**config.mk**
```make
export PLATFORM = sky130hd
export DESIGN_NAME = alu_flags_unit
export DESIGN_NICKNAME = d
export VERILOG_FILES = /design/src/rtl/alu_pkg.sv /design/src/rtl/alu_addsub.sv /design/src/rtl/alu_flag_bank.sv /design/src/rtl/alu_flags_unit.sv
export SDC_FILE = /design/constraint.sdc
export NUM_CORES = 1
export LEC_CHECK = 0
export CORE_ASPECT_RATIO = 1.4
export CORE_MARGIN = 1.5
export CORE_UTILIZATION = 23
export DETAILED_ROUTE_END_ITERATION = 7
export GPL_ROUTABILITY_DRIVEN = 0
export MAX_ROUTING_LAYER = met4
export PLACE_DENSITY_LB_ADDON = 0.25
export SLEW_MARGIN = 0
export SYNTH_ARGS = -nofsm -noshare
export SYNTH_HDL_FRONTEND = slang
export SYNTH_SLANG_ARGS = --single-unit
```
**constraint.sdc**
```tcl
create_clock -name clk -period 5.95 [get_ports clk]
set_clock_uncertainty 0.1 [all_clocks]
set_input_delay 0.595 -clock clk [delete_from_list [all_inputs] [get_ports clk]]
set_output_delay 0.595 -clock clk [all_outputs]
set_load 0.02 [all_outputs]
```
**src/rtl/alu_pkg.sv**
```systemverilog
package alu_pkg;
  typedef enum logic [3:0] {
    OP_ADD  = 4'd0,
    OP_ADDC = 4'd1,
    OP_SUB  = 4'd2,
    OP_SUBC = 4'd3,
    OP_AND  = 4'd4,
    OP_OR   = 4'd5,
    OP_XOR  = 4'd6,
    OP_CMP  = 4'd7,
    OP_MOV  = 4'd8,
    OP_SEXT = 4'd9
  } alu_op_e;

  typedef struct packed {
    logic sx;
    logic ov;
    logic cy;
    logic zr;
    logic ng;
  } alu_flags_t;

  localparam int FLAG_BITS = $bits(alu_flags_t);
endpackage

```
**src/rtl/alu_addsub.sv**
```systemverilog
module alu_addsub #(
  parameter int W = 16
) (
  input  logic [W-1:0] a,
  input  logic [W-1:0] b,
  input  logic         sub,
  input  logic         cin,
  output logic [W-1:0] sum,
  output logic         cy,
  output logic         ov
);
  logic [W-1:0] b_eff;
  logic [W:0]   ext;
  logic         c0;

  always_comb begin
    b_eff = sub ? ~b : b;
    c0    = sub ? ~cin : cin;
    ext   = {1'b0, a} + {1'b0, b_eff} + {{W{1'b0}}, c0};
    sum   = ext[W-1:0];
    cy    = sub ? ~ext[W] : ext[W];
    ov    = (a[W-1] == b_eff[W-1]) && (sum[W-1] != a[W-1]);
  end
endmodule

```
**src/rtl/alu_flag_bank.sv**
```systemverilog
module alu_flag_bank #(
  parameter int NF = 5
) (
  input  logic          clk,
  input  logic          rst,
  input  logic          upd,
  input  logic [NF-1:0] upd_val,
  input  logic          save,
  input  logic          restore,
  output logic [NF-1:0] flags_q,
  output logic [NF-1:0] shadow_q
);
  always_ff @(posedge clk) begin
    if (rst) begin
      flags_q  <= '0;
      shadow_q <= '0;
    end else begin
      if (save) shadow_q <= flags_q;
      if (restore) flags_q <= shadow_q;
      else if (upd) flags_q <= upd_val;
    end
  end

  // restore loads the shadow, even when an operation is issued
  p_restore_r10: assert property (@(posedge clk) disable iff (rst)
    restore |=> flags_q == $past(shadow_q));
  // the shadow follows a save
  p_save_r10: assert property (@(posedge clk) disable iff (rst)
    save |=> shadow_q == $past(flags_q));
  // nothing changes without an update or a restore
  p_hold_r9: assert property (@(posedge clk) disable iff (rst)
    (!upd && !restore) |=> $stable(flags_q));
endmodule

```
**src/rtl/alu_flags_unit.sv**
```systemverilog
module alu_flags_unit #(
  parameter int WIDTH = 16
) (
  input  logic             clk,
  input  logic             rst,
  input  logic             op_valid,
  input  logic [3:0]       op_code,
  input  logic             byte_mode,
  input  logic             carry_in,
  input  logic [WIDTH-1:0] opnd_a,
  input  logic [WIDTH-1:0] opnd_b,
  input  logic             flag_save,
  input  logic             flag_restore,
  output logic [WIDTH-1:0] result,
  output logic [4:0]       flags
);
  import alu_pkg::*;

  localparam int HALF = WIDTH / 2;
  localparam int NF   = FLAG_BITS;

  alu_op_e op;
  logic    is_sub, use_cin, known, wr_res, narrow;

  assign op      = alu_op_e'(op_code);
  assign known   = (op_code <= 4'(OP_SEXT));
  assign is_sub  = (op == OP_SUB) || (op == OP_SUBC) || (op == OP_CMP);
  assign use_cin = (op == OP_ADDC) || (op == OP_SUBC);
  assign narrow  = byte_mode && (op != OP_SEXT);
  assign wr_res  = op_valid && known && (op != OP_CMP);

  logic [WIDTH-1:0] sum_w [2];
  logic [1:0]       cy_w, ov_w;

  genvar g;
  generate
    for (g = 0; g < 2; g++) begin : g_lane
      localparam int LW = (g == 0) ? WIDTH : HALF;
      logic [LW-1:0] s;
      alu_addsub #(.W(LW)) u_as (
        .a   (opnd_a[LW-1:0]),
        .b   (opnd_b[LW-1:0]),
        .sub (is_sub),
        .cin (use_cin & carry_in),
        .sum (s),
        .cy  (cy_w[g]),
        .ov  (ov_w[g])
      );
      always_comb begin
        sum_w[g] = '0;
        sum_w[g][LW-1:0] = s;
      end
    end
  endgenerate

  logic [WIDTH-1:0] full_r, res_n;
  logic             c_n, v_n, x_n, arith;
  alu_flags_t       f_n;

  always_comb begin
    arith = 1'b0;
    x_n   = 1'b0;
    case (op)
      OP_ADD, OP_ADDC, OP_SUB, OP_SUBC, OP_CMP: begin
        arith  = 1'b1;
        full_r = narrow ? sum_w[1] : sum_w[0];
      end
      OP_AND:  full_r = opnd_a & opnd_b;
      OP_OR:   full_r = opnd_a | opnd_b;
      OP_XOR:  full_r = opnd_a ^ opnd_b;
      OP_MOV:  full_r = opnd_b;
      OP_SEXT: begin
        full_r = {{(WIDTH-HALF){opnd_b[HALF-1]}}, opnd_b[HALF-1:0]};
        x_n    = opnd_b[HALF-1];
      end
      default: full_r = '0;
    endcase
    c_n = arith && (narrow ? cy_w[1] : cy_w[0]);
    v_n = arith && (narrow ? ov_w[1] : ov_w[0]);
    if (narrow) begin
      res_n = {opnd_a[WIDTH-1:HALF], full_r[HALF-1:0]};
      f_n.ng = full_r[HALF-1];
      f_n.zr = (full_r[HALF-1:0] == '0);
    end else begin
      res_n = full_r;
      f_n.ng = full_r[WIDTH-1];
      f_n.zr = (full_r == '0);
    end
    f_n.cy = c_n;
    f_n.ov = v_n;
    f_n.sx = x_n;
  end

  always_ff @(posedge clk) begin
    if (rst) result <= '0;
    else if (wr_res) result <= res_n;
  end

  logic [NF-1:0] shadow;

  alu_flag_bank #(.NF(NF)) u_flags (
    .clk      (clk),
    .rst      (rst),
    .upd      (op_valid && known),
    .upd_val  (f_n),
    .save     (flag_save),
    .restore  (flag_restore),
    .flags_q  (flags),
    .shadow_q (shadow)
  );

  // compare leaves the result untouched
  p_cmp_keeps_result_r6: assert property (@(posedge clk) disable iff (rst)
    (op_valid && op_code == 4'd7) |=> $stable(result));
  // upper byte follows operand A in byte mode
  p_byte_upper_r4: assert property (@(posedge clk) disable iff (rst)
    (op_valid && byte_mode && op_code <= 4'd8 && op_code != 4'd7)
      |=> result[WIDTH-1:HALF] == $past(opnd_a[WIDTH-1:HALF]));
  // logical operations clear carry and overflow
  p_logic_clears_cv_r5: assert property (@(posedge clk) disable iff (rst)
    (op_valid && !flag_restore && op_code >= 4'd4 && op_code <= 4'd6)
      |=> (flags[2] == 1'b0 && flags[3] == 1'b0));
  // idle cycles keep the result
  p_idle_result_r9: assert property (@(posedge clk) disable iff (rst)
    (!op_valid || op_code > 4'd9) |=> $stable(result));
  // sign-extension flag mirrors bit 7 of the result
  p_sext_flag_r8: assert property (@(posedge clk) disable iff (rst)
    (op_valid && !flag_restore && op_code == 4'd9)
      |=> flags[4] == result[HALF-1]);
endmodule

```
==> results of run 1 <==
[cells in the mapped netlist, types with 2 or more instances]
cell	instances	area, um^2
dfxtp_1	26	521
xor2_1	4	35.0
a211o_1	2	17.5
a221o_1	5	50.1
a21o_1	4	30.0
mux2i_1	5	50.1
ha_1	47	588
nand3b_1	3	22.5
and3_1	2	12.5
nor3_1	6	30.0
nand4_1	3	18.8
a21oi_1	36	180
o211ai_1	12	90.1
xnor2_1	24	210
buf_2	3	15.0
and4_1	2	17.5
a22o_1	2	17.5
a31o_2	2	17.5
nand2b_1	5	31.3
clkbuf_1	18	67.6
a31oi_1	6	37.5
a22oi_1	9	67.6
a221oi_1	2	17.5
nor2_1	41	154
inv_1	35	131
nor2b_1	4	25.0
nand2_1	35	131
o31ai_1	2	15.0
nand3_1	3	15.0
fa_1	2	40.0
o21ai_0	23	115
and2_1	2	12.5
a211oi_1	11	82.6
[tightest hold or removal path: stages, from the launching register on]
cell,delay (ps)
dfxtp_1,310
nand2_1,50
a21oi_1,50
[flip-flops by register name, indices dropped and copies added (netlist names)]
register and count:
result 16, u_flags.shadow_q 5, u_flags.flags_q 5
[metal layers]
metal,routed length (um),share of wire
met2,5180,0.52
met3,360,0.037
met4,229,0.023
met1,4100,0.42
met5,0,0
[power groups by stage]
stage	clock (uW)	combinational (uW)	sequential, uW
2_1_floorplan	0	198	201
3_3_place_gp	0	311	192
3_5_place_dp	0	315	192
4_1_cts	169	317	188
5_1_grt	177	350	189
6_report	164	317	188
[worst paths after layout]
kind                       from                  to
max                  op_code[0]          result[15]
min                  result[12]          result[12]
min reg2reg          result[12]          result[12]
max reg2reg  u_flags.flags_q[4]  u_flags.flags_q[4]
[through the flow]
| stage | std cells | total power (uW) | util |
|---|---|---|---|
| detailed placement | 642 | 508 | 0.295 |
| floorplan | 414 | 399 | - |
| CTS | 646 | 674 | 0.302 |
| global placement | 642 | 503 | 0.295 |
| global route | 646 | 716 | 0.302 |
| finish | 646 | 669 | 0.302 |
[cells in the final DEF, fill, tap and decap left out, drive strengths merged, types with 4 or more instances in the layout]
cell and count:
clkdlybuf4s50 63, ha 47, nor2 41, a21oi 37, inv 35, nand2 35, dfxtp 26, xnor2 24
o21ai 24, o211ai 12, a211oi 12, a22oi 9, a31oi 6, nor3 6, buf 6, nand2b 5
a221o 5, mux2i 5, nor2b 4, a21o 4, xor2 4, clkbuf 4
[cell families after synthesis]
group / Yosys count / share of synthesized area
AOI/OAI and AO/OA: 135 / 0.296
and+or+nand+nor: 113 / 0.168
buffers and inverters: 58 / 0.0733
adders and majority gates: 49 / 0.201
xor gates and xnor gates: 28 / 0.0785
DFF: 26 / 0.167
muxes: 5 / 0.0160
[layout make-up]
class	count	area [um^2]
tap	182	228
inverter	35	131
timing repair buffer	69	676
multi-input combinational	330	2370
fill	1453	9310
clock buffer	4	88.8
sequential	26	520
==> impl_metrics.csv, run 1 <==
group,metric,value,unit
synth,async_flop_share,0,
clock_tree,cts-root-buf,"clkbuf_16",
timing,hold_ws,355,ps
timing,rsz0062_at_grt,"no",
clock_tree,cts_hold_buf,0,
synth,synth-main-ff-cell,"dfxtp_1",
worst_setup_path,worst_path_largest_cell_delay,700,ps
worst_setup_path,slowest_stage,"clkdlybuf4s50_1",
cells_and_area,syn_to_final_growth,28.6,%
power_and_ir_drop,p_sw_frac,0.365,
worst_setup_path,cp_common_cell,"a21oi_1",
synth,synthesis.nets,506,
grt,grt_pass1_wl,15700,um
worst_setup_path,start_kind,"primary input",
clock_tree,cts_buffer_depth,2,
timing,max_freq,221,MHz
clock_tree,cts_buffers,3,
worst_setup_path,critPathRequiredTime,6050,ps
synth,ys_types,61,
synth,synth_edf_count,0,
synth,synthCells,414,
floorplanning,die_x,102,um
worst_setup_path,rrSetupSlack,5010,ps
placement,hpwl,8160,um
worst_setup_path,path_delay_family,"compound AO/OA/AOI/OAI gates",
cells_and_area,final_nets,557,
power_and_ir_drop,p_int,425,uW
worst_setup_path,crit_type,"in2reg",
power_and_ir_drop,power_density,167,mW/mm^2
power_and_ir_drop,p_seq_frac,0.281,
timing,fin_crit,4520,ps
grt,grt_max_degree,28,
timing,finalWorstSetupSlack,1430,ps
worst_setup_path,crit_path_cell_trace,"clkdlybuf4s50_1, nand2b_1, nand3b_1, buf_4, xnor2_1, ha_1, a21oi_1, o21ai_0, a31oi_1, a21oi_1, a21oi_1, xnor2_1, a21oi_1, a211o_1, a21oi_1",
worst_setup_path,cp.arrival,4620,ps
cells_and_area,diodes,0,
floorplanning,dieArea,0.0143,mm^2
timing,slew_viol_final,0,
synth,ys_seq_area_frac,0.167,
placement,post_dp_cell_area,0.00393,mm^2
drt,routed_wl,9860,um
placement,place_ws,1160,ps
synth,syn_area,0.00312,mm^2
timing,hold_viol,0,
floorplanning,fp.coreArea,0.0133,mm^2
timing,worst_pin_slew,1170,ps
drt,antenna_left,0,
grt,grtUsageMet1,0.163,
grt,use_met2,0.254,
timing,relSlewSlack,0.217,
drt,vias_per_cell,4.91,
status,outcome,"complete, no violations",
synth,syn_avg_cell_area,7.55,um^2
grt,grt_util_all_layers,0.143,
worst_hold_path,min_path_cells,2,
clock_tree,clk_latency,260,ps
timing,finalCritPeriodShare,0.759,
power_and_ir_drop,clockPowerShare,0.246,
power_and_ir_drop,vdd_drop_max,93.5,uV
grt,grt_use_met3,0.0149,
clock_tree,cts_setup_buffers,0,
grt,busiest_layer,"met2",
drt,drt-wirelength-per-cell,15.3,um
clock_tree,cts_max_level,1,
grt,antenna_found_initial,0,
drt,drcViolationCount,0,
grt,grt_overflow_total,0,
synth,ys_warn_count,0,
grt,grt_pass1_vias,3139,
cells_and_area,final_cell_area,0.00402,mm^2
worst_hold_path,min_path_type,"reg2reg",
floorplanning,dieHeight,141,um
clock_tree,cts.sinks,26,
worst_setup_path,critPathMaxFanout,15,
worst_setup_path,crit_path_end_kind,"flop",
worst_setup_path,cp_num_cells,15,
power_and_ir_drop,p_leak,0.00163,uW
clock_tree,clkTransAtPathRegs,60,ps
cells_and_area,drive_above_1_share,0.0409,
floorplanning,fp-row-count,50,
placement,io_buffers,63,
worst_setup_path,crit_buf_inv,2,
power_and_ir_drop,comb_power_share,0.473,
synth,synth-seq-cells,26,
power_and_ir_drop,switchingPower,244,uW
floorplanning,initial_utilization,0.234,
worst_setup_path,r2r_cells,4,
timing,final.setup.tns,0,ps
drt,routed-via-count,3175,
drt,drt_iter0_drc,194,
drt,first_pass_iters,4,
flow_run,drv_cap,0,
timing,setup_viol,0,
floorplanning,io_pins,64,
clock_tree,cts_resized,0,
clock_tree,cts_tree,"done",
No activity file was read; power rests on OpenSTA's default activity.
==> run 2: changes to the inputs <==
- clock period: 5.95 -> 4.46 ns (I/O delays scaled with it)
==> run 2 against run 1 <==
Net effect:
- worst setup slack lost 1100 ps
- count of clock-buffer cells in the layout shrank 1
- global-route usage grew 0.093 points
- total power grew 32%
- critical path type unchanged
- critical endpoint is now result[10]
- highest routed layer unchanged
==> impl_metrics.csv, run 2 (synthesized netlist as in run 1, its figures left out) <==
group,metric,value,unit
placement,io_buffers,63,
floorplanning,initial_utilization,0.234,
worst_setup_path,crit_type,"in2reg",
cells_and_area,syn_to_final_growth,30.8,%
worst_hold_path,min_path_type,"reg2reg",
floorplanning,fp-row-count,50,
floorplanning,fp.coreArea,0.0133,mm^2
clock_tree,cts-root-buf,"clkbuf_16",
clock_tree,cts_hold_buf,0,
cells_and_area,fillerInstances,1462,
clock_tree,clkTransAtPathRegs,60,ps
timing,slew_viol_final,0,
cells_and_area,diodes,0,
worst_setup_path,critPathRequiredTime,4570,ps
grt,grt_util_all_layers,0.144,
worst_setup_path,r2r_start,"u_flags.flags_q[4]",
drt,routed_wl,9960,um
drt,drt_iter0_drc,105,
worst_hold_path,min_path_cells,2,
timing,hold_ws,354,ps
worst_setup_path,crit_path_end_kind,"flop",
timing,rsz0062_at_grt,"no",
worst_setup_path,rrSetupSlack,3530,ps
clock_tree,clk_latency,260,ps
timing,fin_crit,4170,ps
power_and_ir_drop,vdd_drop_max,117,uV
placement,post_dp_cell_area,0.00401,mm^2
grt,grt_pass1_vias,3327,
drt,first_pass_iters,4,
floorplanning,die_x,102,um
timing,max_freq,240,MHz
timing,final.setup.tns,0,ps
power_and_ir_drop,power_density,216,mW/mm^2
worst_setup_path,start_kind,"primary input",
worst_hold_path,hold_path_end,"result[11]",
cells_and_area,reg_top3,"result: 16 flops, u_flags.flags_q: 5 flops, u_flags.shadow_q: 5 flops",
drt,routed-via-count,3165,
floorplanning,dieHeight,141,um
worst_setup_path,cp.arrival,4280,ps
cells_and_area,mostFrequentLayoutCells,"clkdlybuf4s50_1 (63), ha_1 (47), nor2_1 (41)",
clock_tree,cts.sinks,26,
worst_setup_path,r2r_cells,4,
timing,finalCritPeriodShare,0.936,
clock_tree,cts_buffer_depth,2,
status,outcome,"complete, no violations",
clock_tree,cts_max_level,1,
drt,drt-wirelength-per-cell,15.3,um
flow_run,drv_cap,0,
worst_hold_path,hold_path_startpoint,"result[11]",
timing,relSlewSlack,0.355,
grt,grt_pass1_wl,16000,um
timing,setup_viol,0,
grt,antenna_found_initial,0,
cells_and_area,max_flop_register,"result",
timing,hold_viol,0,
drt,vias_per_cell,4.85,
grt,grt_max_degree,28,
clock_tree,cts_buffers,3,
cells_and_area,final_cell_area,0.00409,mm^2
worst_setup_path,worstReg2RegEnd,"u_flags.flags_q[4]",
grt,grt_overflow_total,0,
clock_tree,cts_tree,"done",
floorplanning,dieArea,0.0143,mm^2
cells_and_area,layout_commonest_cell,"clkdlybuf4s50_1",
cells_and_area,drive_above_1_share,0.0553,
power_and_ir_drop,totalPowerFinal,882,uW
cells_and_area,largest_register_ffs,16,
placement,hpwl,8180,um
power_and_ir_drop,p_leak,0.00166,uW
cells_and_area,final_nets,564,
timing,worst_pin_slew,961,ps
drt,antenna_left,0,
drt,drcViolationCount,0,
worst_setup_path,critPathMaxFanout,16,
floorplanning,io_pins,64,
-- run 2: what timing repair did --
item                                    4_1_cts  5_1_grt
endpoints found under the setup margin        0        1
gates resized for setup                       0        2
setup buffers                                 0        0
-- run 2: worst max path at each step --
stage,from,endpoint,slack (ps),cells after the start
after global placement,op_code[0],u_flags.flags_q[1],150,19
after detailed placement,op_code[0],u_flags.flags_q[1],30,19
after floorplan,op_code[0],result[14],100,19
after global routing,op_code[0],result[10],30,19
after CTS,op_code[0],u_flags.flags_q[1],290,19
final,op_code[0],result[10],290,19
-- run 2: power breakdown --
group	switching (uW)	internal, uW	total (uW)
combinational	242	195	437
sequential	6.88	244	251
clock	75.6	119	194
-- run 2: area by class of cell --
| class | instances | area, um^2 | area share |
|---|---|---|---|
| clock buffer | 3 | 75.1 | 0.0184 |
| inverter | 35 | 131 | 0.0321 |
| multi-input combinational | 330 | 2380 | 0.582 |
| sequential | 26 | 520 | 0.127 |
| tap | 182 | 228 | 0.0557 |
| timing repair buffer | 76 | 753 | 0.184 |
-- run 2: metal layers --
layer,up-vias,track usage,routed length (um)
met3,14,0.00892,336
li1,1591,-,-
met5,-,-,0
met1,1483,0.161,4170
met4,0,0.0577,213
met2,77,0.260,5240
-- run 2: through the flow --
step                      cells  setup slack, ps  utilization
after floorplan             414             98.5            -
after global placement      649              146        0.301
after detailed placement    649             29.7        0.301
after CTS                   652              290        0.306
after global routing        652             29.7        0.307
final                       652              287        0.307
-- run 2: worst max-delay path, stage by stage --
cell	delay, ps
clkdlybuf4s50_1	510
buf_12	210
nor2b_1	140
nand2_1	90
a21oi_1	60
a31oi_1	140
nor2_1	70
fa_1	400
inv_1	90
fa_1	210
nor2b_1	70
o31ai_2	330
nand3b_1	130
a31o_2	290
a31oi_1	200
xnor2_1	140
a21oi_1	110
a2111oi_1	460
a31o_2	160
==> run 3: changes to the inputs <==
- clock period: 4.46 -> 4.9 ns (I/O delays scaled with it)
==> run 3 against run 2 <==
Net effect:
- register-to-register slack improved by 430 ps
- cell count fell by 0.46%
- critical path depth shrank 1
- via count up 0.38%
- worst setup slack improved by 460 ps
- global-route usage up 0.46 points
- hold slack better by 5.4 ps
- first-iteration DRC count grew 44%
- wire length rose by 0.48%
- sequential share of layout area up 0.055 points
- largest power group unchanged
==> impl_metrics.csv, run 3 (synthesized netlist as in run 1, its figures left out) <==
group,metric,value,unit
clock_tree,cts_resized,0,
cells_and_area,syn_to_final_growth,30.3,%
placement,hpwl,8170,um
worst_setup_path,start_kind,"primary input",
drt,drt-wirelength-per-cell,15.4,um
cells_and_area,layout_commonest_cell,"clkdlybuf4s50_1",
cells_and_area,final_cell_area,0.00407,mm^2
drt,drt_iter0_drc,151,
timing,slew_viol_final,0,
floorplanning,initial_utilization,0.234,
placement,io_buffers,63,
cells_and_area,diodes,0,
power_and_ir_drop,vdd_drop_max,118,uV
worst_setup_path,rrSetupSlack,3960,ps
clock_tree,clkTransAtPathRegs,60,ps
cells_and_area,final_nets,560,
grt,grt_overflow_total,0,
grt,antenna_found_initial,0,
drt,drcViolationCount,0,
timing,relSlewSlack,0.333,
clock_tree,cts_max_level,1,
clock_tree,cts_tree,"done",
worst_setup_path,crit_path_end_kind,"flop",
cells_and_area,max_flop_register,"result",
floorplanning,fp.coreArea,0.0133,mm^2
drt,first_pass_iters,5,
clock_tree,cts_buffers,3,
grt,grt_pass1_wl,16400,um
clock_tree,cts_hold_buf,0,
status,outcome,"complete, no violations",
timing,finalCritPeriodShare,0.847,
flow_run,drv_cap,0,
drt,vias_per_cell,4.90,
clock_tree,cts-root-buf,"clkbuf_16",
worst_setup_path,crit_type,"in2reg",
floorplanning,dieHeight,141,um
placement,place_ws,536,ps
floorplanning,fp-row-count,50,
grt,grt_pass1_vias,3317,
worst_hold_path,min_path_type,"reg2reg",
cells_and_area,drive_above_1_share,0.0471,
timing,worst_pin_slew,993,ps
timing,fin_crit,4150,ps
worst_setup_path,critPathMaxFanout,9,
power_and_ir_drop,power_density,210,mW/mm^2
placement,post_dp_cell_area,0.00397,mm^2
worst_setup_path,cp.arrival,4260,ps
timing,finalWorstSetupSlack,751,ps
power_and_ir_drop,p_leak,0.00165,uW
floorplanning,dieArea,0.0143,mm^2
drt,routed_wl,10000,um
clock_tree,cts.sinks,26,
clock_tree,clk_latency,260,ps
floorplanning,io_pins,64,
timing,rsz0062_at_grt,"no",
timing,max_freq,241,MHz
timing,hold_viol,0,
worst_setup_path,critPathRequiredTime,5010,ps
clock_tree,cts_buffer_depth,2,
cells_and_area,mostFrequentLayoutCells,"clkdlybuf4s50_1 (63), ha_1 (47), nor2_1 (41), a21oi_1 (36)",
grt,grt_util_all_layers,0.148,
drt,antenna_left,0,
grt,grt_max_degree,28,
timing,setup_viol,0,
drt,routed-via-count,3177,
clock_tree,cts_setup_buffers,0,
floorplanning,die_x,102,um
cells_and_area,reg_top3,"result: 16 flops, u_flags.flags_q: 5 flops, u_flags.shadow_q: 5 flops",
timing,final.setup.tns,0,ps
cells_and_area,largest_register_ffs,16,
==> run 3: changes by cell type in the layout (fill, tap and decap cells not counted), sizes merged <==
| cell | delta |
|---|---|
| buf | -4 |
| bufinv | +1 |
==> run 3: metal layers <==
layer	vias to the layer above	track usage	wire (um)
li1	1580	-	-
met1	1490	0.178	4270
met2	83	0.255	5130
met3	24	0.0104	333
met4	0	0.0592	278
met5	-	-	0
==> run 3: critical path, stage by stage <==
cell             delay [ps]
clkdlybuf4s50_1         640
nor2b_1                 100
nand2_1                  80
a21oi_1                  60
a31oi_1                 160
nor2_1                   70
fa_1                    400
inv_1                    80
fa_1                    200
nor2b_1                  80
o31ai_2                 330
nand3b_1                130
a31o_2                  290
a31oi_1                 190
xnor2_1                 140
a21oi_1                 110
a2111oi_0               540
a31o_2                  170
==> run 3: final timing paths <==
kind / endpoint / cells after the start / from
setup / recovery: result[10] / 18 / op_code[1]
hold / removal: result[11] / 2 / result[11]
setup reg to reg: u_flags.flags_q[4] / 4 / u_flags.flags_q[4]
hold reg to reg: result[11] / 2 / result[11]
==> run 3: final cells by class <==
cell class,count,area [um^2]
timing repair buffer,72,711
clock buffer,3,75.1
sequential,26,520
inverter,35,131
tap,182,228
multi-input combinational,330,2370
fill,1448,9260
clock inverter,1,30.0
==> run 3: through the flow <==
stage	hold WS [ps]	cells	total power (uW)	utilization
finish	359	649	855	0.305
global route	386	649	910	0.305
CTS	363	649	862	0.305
detailed placement	353	645	618	0.298
global placement	352	645	615	0.298
floorplan	354	414	485	-
==> run 3: power by group <==
group | total (uW) | leakage, uW | switching [uW] | internal [uW]
logic | 388 | 0.00139 | 216 | 172
clock network | 239 | 0.0000511 | 76.7 | 163
registers | 228 | 0.000212 | 6.18 | 222
